--- src/rtl/sync_pkg.sv ---
package sync_pkg;
  localparam int unsigned DEF_CTRL  = 4;
  localparam int unsigned DEF_WORD  = 16;
  localparam int unsigned DEF_CNT_W = 4;
endpackage

--- src/rtl/sync_route.sv ---
module sync_route #(
  parameter int N  = 4,
  parameter int IW = 2,
  parameter int HW = 3
) (
  input  logic [N-1:0]         sig_vld,
  input  logic [N*IW-1:0]      sig_tgt,
  output logic [N-1:0][HW-1:0] hit_cnt
);
  always_comb begin
    for (int t = 0; t < N; t++) begin
      hit_cnt[t] = '0;
      for (int j = 0; j < N; j++) begin
        if (sig_vld[j] && (sig_tgt[j*IW +: IW] == IW'(t)))
          hit_cnt[t] = hit_cnt[t] + HW'(1);
      end
    end
  end
endmodule

--- src/rtl/sync_slot.sv ---
module sync_slot #(
  parameter int W  = 16,
  parameter int HW = 3
) (
  input  logic          clk,
  input  logic          rst_n,
  input  logic          wait_vld,
  input  logic [W-1:0]  word_in,
  input  logic [HW-1:0] hit_cnt,
  output logic [W-1:0]  eff_word,
  output logic          release_o,
  output logic          skip_o,
  output logic [HW-1:0] drop_n
);
  logic          wait_q, wait_d;
  logic          pend_q, pend_d;
  logic          rel_d, skip_d;
  logic          hold_en;
  logic [W-1:0]  hold_q;
  logic          hit;
  logic [HW-1:0] extra;

  assign hit   = (hit_cnt != '0);
  assign extra = hit ? (hit_cnt - HW'(1)) : '0;

  always_comb begin
    wait_d  = wait_q;
    pend_d  = pend_q;
    rel_d   = 1'b0;
    skip_d  = 1'b0;
    hold_en = 1'b0;
    drop_n  = '0;
    if (wait_q) begin
      if (hit) begin
        wait_d = 1'b0;
        rel_d  = 1'b1;
        drop_n = extra;
      end
    end else if (wait_vld) begin
      if (pend_q) begin
        skip_d = 1'b1;
        pend_d = hit;
        drop_n = extra;
      end else if (hit) begin
        rel_d  = 1'b1;
        drop_n = extra;
      end else begin
        wait_d  = 1'b1;
        hold_en = 1'b1;
      end
    end else if (hit) begin
      if (pend_q) begin
        drop_n = hit_cnt;
      end else begin
        pend_d = 1'b1;
        drop_n = extra;
      end
    end
  end

  always_ff @(posedge clk or negedge rst_n) begin
    if (!rst_n) begin
      wait_q    <= 1'b0;
      pend_q    <= 1'b0;
      release_o <= 1'b0;
      skip_o    <= 1'b0;
    end else begin
      wait_q    <= wait_d;
      pend_q    <= pend_d;
      release_o <= rel_d;
      skip_o    <= skip_d;
    end
  end

  always_ff @(posedge clk) begin
    if (hold_en) hold_q <= word_in;
  end

  assign eff_word = wait_q ? hold_q : word_in;

  a_r1_wait_pend_excl: assert property (@(posedge clk) disable iff (!rst_n)
    !(wait_q && pend_q));
  a_r2_hold_while_waiting: assert property (@(posedge clk) disable iff (!rst_n)
    (wait_q && !hit) |=> (wait_q && $stable(hold_q)));
  a_r3_release_waiter: assert property (@(posedge clk) disable iff (!rst_n)
    (wait_q && hit) |=> (release_o && !wait_q));
  a_r4_skip_on_pending: assert property (@(posedge clk) disable iff (!rst_n)
    (!wait_q && wait_vld && pend_q) |=> (skip_o && !wait_q));
  a_r5_same_cycle_release: assert property (@(posedge clk) disable iff (!rst_n)
    (!wait_q && wait_vld && !pend_q && hit) |=> (release_o && !pend_q && !wait_q));
  a_r8_pulse_excl: assert property (@(posedge clk) disable iff (!rst_n)
    !(release_o && skip_o));
endmodule

--- src/rtl/sync_merge.sv ---
module sync_merge #(
  parameter int N = 4,
  parameter int W = 16
) (
  input  logic                clk,
  input  logic                rst_n,
  input  logic [N-1:0][W-1:0] eff_word,
  output logic [W-1:0]        merged_o
);
  logic [W-1:0] merged_d;

  always_comb begin
    merged_d = '0;
    for (int i = 0; i < N; i++) merged_d = merged_d | eff_word[i];
  end

  always_ff @(posedge clk or negedge rst_n) begin
    if (!rst_n) merged_o <= '0;
    else        merged_o <= merged_d;
  end
endmodule

--- src/rtl/ctl_rendezvous.sv ---
module ctl_rendezvous
  import sync_pkg::*;
#(
  parameter int N     = DEF_CTRL,
  parameter int W     = DEF_WORD,
  parameter int CNT_W = DEF_CNT_W,
  parameter int IW    = (N > 1) ? $clog2(N) : 1
) (
  input  logic              clk,
  input  logic              rst_n,
  input  logic [N-1:0]      wait_vld,
  input  logic [N*W-1:0]    ctl_word,
  input  logic [N-1:0]      sig_vld,
  input  logic [N*IW-1:0]   sig_tgt,
  output logic [N-1:0]      release_o,
  output logic [N-1:0]      skip_o,
  output logic [W-1:0]      merged_o,
  output logic [CNT_W-1:0]  drop_cnt
);
  localparam int HW = $clog2(N + 1);
  localparam int SW = CNT_W + HW + 1;
  localparam logic [CNT_W-1:0] CNT_MAX = '1;

  logic [N-1:0][HW-1:0] hit_cnt;
  logic [N-1:0][HW-1:0] drop_n;
  logic [N-1:0][W-1:0]  eff_word;
  logic [SW-1:0]        drop_sum;
  logic [SW-1:0]        cnt_sum;
  logic [CNT_W-1:0]     cnt_d;
  logic                 cnt_en;

  sync_route #(.N(N), .IW(IW), .HW(HW)) u_route (
    .sig_vld (sig_vld),
    .sig_tgt (sig_tgt),
    .hit_cnt (hit_cnt)
  );

  for (genvar i = 0; i < N; i++) begin : g_slot
    sync_slot #(.W(W), .HW(HW)) u_slot (
      .clk       (clk),
      .rst_n     (rst_n),
      .wait_vld  (wait_vld[i]),
      .word_in   (ctl_word[i*W +: W]),
      .hit_cnt   (hit_cnt[i]),
      .eff_word  (eff_word[i]),
      .release_o (release_o[i]),
      .skip_o    (skip_o[i]),
      .drop_n    (drop_n[i])
    );
  end

  sync_merge #(.N(N), .W(W)) u_merge (
    .clk      (clk),
    .rst_n    (rst_n),
    .eff_word (eff_word),
    .merged_o (merged_o)
  );

  always_comb begin
    drop_sum = '0;
    for (int i = 0; i < N; i++) drop_sum = drop_sum + SW'(drop_n[i]);
    cnt_en  = (drop_sum != '0);
    cnt_sum = SW'(drop_cnt) + drop_sum;
    cnt_d   = (cnt_sum > SW'(CNT_MAX)) ? CNT_MAX : cnt_sum[CNT_W-1:0];
  end

  always_ff @(posedge clk or negedge rst_n) begin
    if (!rst_n)      drop_cnt <= '0;
    else if (cnt_en) drop_cnt <= cnt_d;
  end

  a_r9_saturate: assert property (@(posedge clk) disable iff (!rst_n)
    (drop_cnt == CNT_MAX) |=> (drop_cnt == CNT_MAX));
  a_r6_count_monotonic: assert property (@(posedge clk) disable iff (!rst_n)
    (drop_sum != '0) |=> (drop_cnt > $past(drop_cnt) || drop_cnt == CNT_MAX));
endmodule

--- config.mk ---
export PLATFORM = sky130hd
export DESIGN_NAME = ctl_rendezvous
export DESIGN_NICKNAME = d
export VERILOG_FILES = /design/src/rtl/sync_pkg.sv /design/src/rtl/sync_route.sv /design/src/rtl/sync_slot.sv /design/src/rtl/sync_merge.sv /design/src/rtl/ctl_rendezvous.sv
export SDC_FILE = /design/constraint.sdc
export NUM_CORES = 1
export LEC_CHECK = 0
export ABC_AREA = 1
export BUFFER_PORTS_ARGS = -buffer_cell sky130_fd_sc_hd__buf_4
export CELL_PAD_IN_SITES_DETAIL_PLACEMENT = 0
export CELL_PAD_IN_SITES_GLOBAL_PLACEMENT = 1
export CORE_MARGIN = 8
export CORE_UTILIZATION = 25
export CTS_BUF_LIST = sky130_fd_sc_hd__clkbuf_8
export CTS_CLUSTER_SIZE = 40
export DETAILED_ROUTE_END_ITERATION = 10
export GPL_TIMING_DRIVEN = 0
export HOLD_SLACK_MARGIN = 0.08
export PLACE_DENSITY = 0.54
export SLEW_MARGIN = 10
export SYNTH_ARGS = -nofsm -noshare
export SYNTH_HDL_FRONTEND = slang
export SYNTH_SLANG_ARGS = --single-unit
export TNS_END_PERCENT = 50
--- constraint.sdc ---
create_clock -name clk -period 9.8 [get_ports clk]
set_clock_uncertainty 0.15 [all_clocks]
set_input_delay 1.47 -clock clk [delete_from_list [all_inputs] [get_ports clk]]
set_output_delay 1.47 -clock clk [all_outputs]
set_load 0.01 [all_outputs]
==> results by group <==
Placed design
  • Port Buffer Count: 108
  • Gp weighted congestion: 0.794
  • HPWL after detailed placement: 12100 um

STA
  • RSZ-0062 raised after global routing: no
  • Worst-margin pin slew: 0.660 ns
  • Fmax: 145 MHz
  • Setup-failing EPs final: 0
  • Final period utilization: 70.3%
  • Slew headroom: 55.6%
  • Setup TNS Final: 0 ns
  • Slew Viols, Final: 0
  • Final Critical Period: 6.89 ns
  • Final hold viol count: 0

Synth
  • Post-synth ARST share: 36.0%
  • Synth Area per Inst: 10.0 um2
  • Yosys warns: 0
  • Synth top area cells: edfxtp_1 (34%), dfrtp_1 (16%), mux2i_1 (8.8%)
  • Netlist cell types: 37
  • Synth Flop Type: edfxtp_1
  • Yosys reg bits: 100
  • Synth top area share: 34.5%
  • Syn_nets: 677
  • Number of synthesized flops with an enable pin: 64
  • Seq/Total Area, Yosys: 50.6%
  • Post-synth top area cell: edfxtp_1
  • Post-synthesis cell area: 5580 um2
  • Gate count of the mapped netlist: 555

Drt
  • Vias per std cell: 4.34
  • Iter 0 DRT Violations: 170
  • Post-route ant nets: 0
  • Vias: 4205
  • First-pass DRT Iterations: 4
  • DRC Markers: 0
  • Final wirelength: 15300 um
  • WL/cell: 15.8 um

Global route
  • Global Route Usage Sum: 11.5%
  • Initial antenna violation count: 0
  • Total gr overflow: 0
  • Largest net degree at the start of global routing: 37
  • First-pass GRT wire length: 24000 um
  • Vias in the first global route: 4550

Clock network
  • CTS Buf Count: 9
  • Post-cts sizing count: 0
  • Post-CTS Setup Inserts: 0
  • Htree depth: 3
  • CTS clock-pin slew for the worst setup and hold paths: 0.10 ns
  • TritonCTS clock tree: built
  • Clk buf depth: 2
  • CTS Sinks: 100
  • Clock root cell: clkbuf_8
  • CTS Hold Bufs: 0
  • Clock insertion delay at the later pin of the skew report: 0.39 ns

Die
  • Die height: 165 um
  • Die area: 27300 um2
  • Initial cell density of the core: 25.5%
  • Core ar.: 21900 um2
  • Core Rows: 54
  • Io pins: 110
  • Die W: 165 um

Critical path
  • Reg2reg setup slack: 5.42 ns
  • CP Launch Point: sig_tgt[3]
  • Cell mode on critical path: inv_1
  • Critical Path Slowest Stage Cell: fa_1
  • Worst setup EP type: flop
  • Reg-to-Reg End: drop_cnt[2]
  • Crit path kind: input pin to flop
  • Startpoint Class: input pin
  • Critical-path maximum fanout: 5
  • WP data required: 9.93 ns
  • Reg2Reg Depth: 19
  • Slowest cell delay on critical path: 0.51 ns
  • Worst r2r src: g_slot[0].u_slot.pend_q
  • Crit path capture: drop_cnt[2]
  • Critical path arrival: 7.03 ns

Power and ir drop
  • Cell Pwr Density: 197 nW/um2
  • P_leak: 3.21 nW
  • Max VDD drop: 0.0808 mV

Final layout
  • Post-layout util: 32.1%
  • Most frequent cells in the layout: buf_4 (124), inv_1 (89), nand2_1 (82)
  • Share of layout cells above drive strength 1: 24.1%
  • Commonest non-fill, non-tap cell in the layout: buf_4
  • Ant. Diodes: 0
  • Area grow syn2layout: 26.0%
  • Net count, final: 806

Worst hold path
  • HP Class: flop to flop

Status
  • Status: finished, final reports clean

Run
  • Max Cap Violations: 0
-- area by class of cell --
| class | count | area, um2 |
|---|---|---|
| clock buffer | 9 | 124 |
| multi-input combinational | 347 | 2330 |
| timing repair buffer | 118 | 888 |
| buffer | 19 | 113 |
| fill | 2270 | 14900 |
| sequential | 100 | 2820 |
| clock inverter | 7 | 62.6 |
| tap | 280 | 350 |
| inverter | 89 | 334 |
-- critical path, delay by kind of cell --
kind,cells,cell delay [ns]
and+or+nand+nor,9,1.01
adders and majority gates,9,3.01
AOI/OAI and AO/OA,4,0.82
buffers and inverters,8,0.46
xor gates and xnor gates,1,0.25
-- cells in the mapped netlist, drive strengths merged, types with 5 or more instances --
master   instances
fa               7
a21oi            7
ha              33
o2111ai         16
inv             88
o21ai           18
buf             15
nor2            64
dfrtp           36
nand3           31
nand2           86
edfxtp          64
nor3            15
mux2i           49
nand4            5
-- routing by layer --
layer,wire (um),GRT usage (%)
met2,7780,20.0
met5,0,0
met1,6670,13.8
met4,87,3.04
met3,731,2.93
-- flip-flops by register name, summed over array words and instances, names as in the netlist --
signal and flops:
g_slot.u_slot.hold_q 64, u_merge.merged_o 16, drop_cnt 4, g_slot.u_slot.pend_q 4, g_slot.u_slot.release_o 4, g_slot.u_slot.skip_o 4, g_slot.u_slot.wait_q 4
-- power by group --
group | internal [W] | switching [W] | leakage [nW]
Sequential | 0.000523 | 0.0000309 | 0.981
Clock | 0.000116 | 0.000147 | 0.103
Combinational | 0.000235 | 0.000331 | 2.12
-- stage by stage --
stage / worst slack, ns / std cells / area (um2) / hold slack, ns / power, W
finish: 2.91 / 969 / 7030 / 0.325 / 0.00138
CTS: 2.85 / 969 / 7030 / 0.329 / 0.00141
floorplan: 3.16 / 555 / 5580 / 0.305 / 0.000941
detailed placement: 2.42 / 953 / 6840 / 0.317 / 0.00114
global placement: 2.09 / 943 / 6740 / 0.320 / 0.00112
global route: 2.36 / 969 / 7030 / 0.374 / 0.00150
-- worst min-delay path by stage --
stage / cells past startpoint / from / endpoint
floorplan: 2 / g_slot[0].u_slot.hold_q[0] / u_merge.merged_o[0]
global placement: 2 / g_slot[0].u_slot.hold_q[2] / u_merge.merged_o[2]
detailed placement: 2 / g_slot[0].u_slot.hold_q[4] / u_merge.merged_o[4]
CTS: 2 / g_slot[0].u_slot.hold_q[4] / u_merge.merged_o[4]
global route: 2 / g_slot[0].u_slot.hold_q[0] / u_merge.merged_o[0]
finish: 2 / g_slot[0].u_slot.hold_q[4] / u_merge.merged_o[4]
-- logic make-up (layout without fill, tap and decap cells) --
group	Yosys count	in the layout	share of synthesized area, %
AND/OR/NAND/NOR	208	208	16.5
buffers and inverters	108	242	8.01
flip-flops	100	100	50.6
multiplexers	49	49	8.80
AO/OA/AOI/OAI	46	46	5.52
adder cells (fa/ha/maj)	40	40	9.92
XOR/XNOR	4	4	0.628
(Power assumes the default switching activity.)
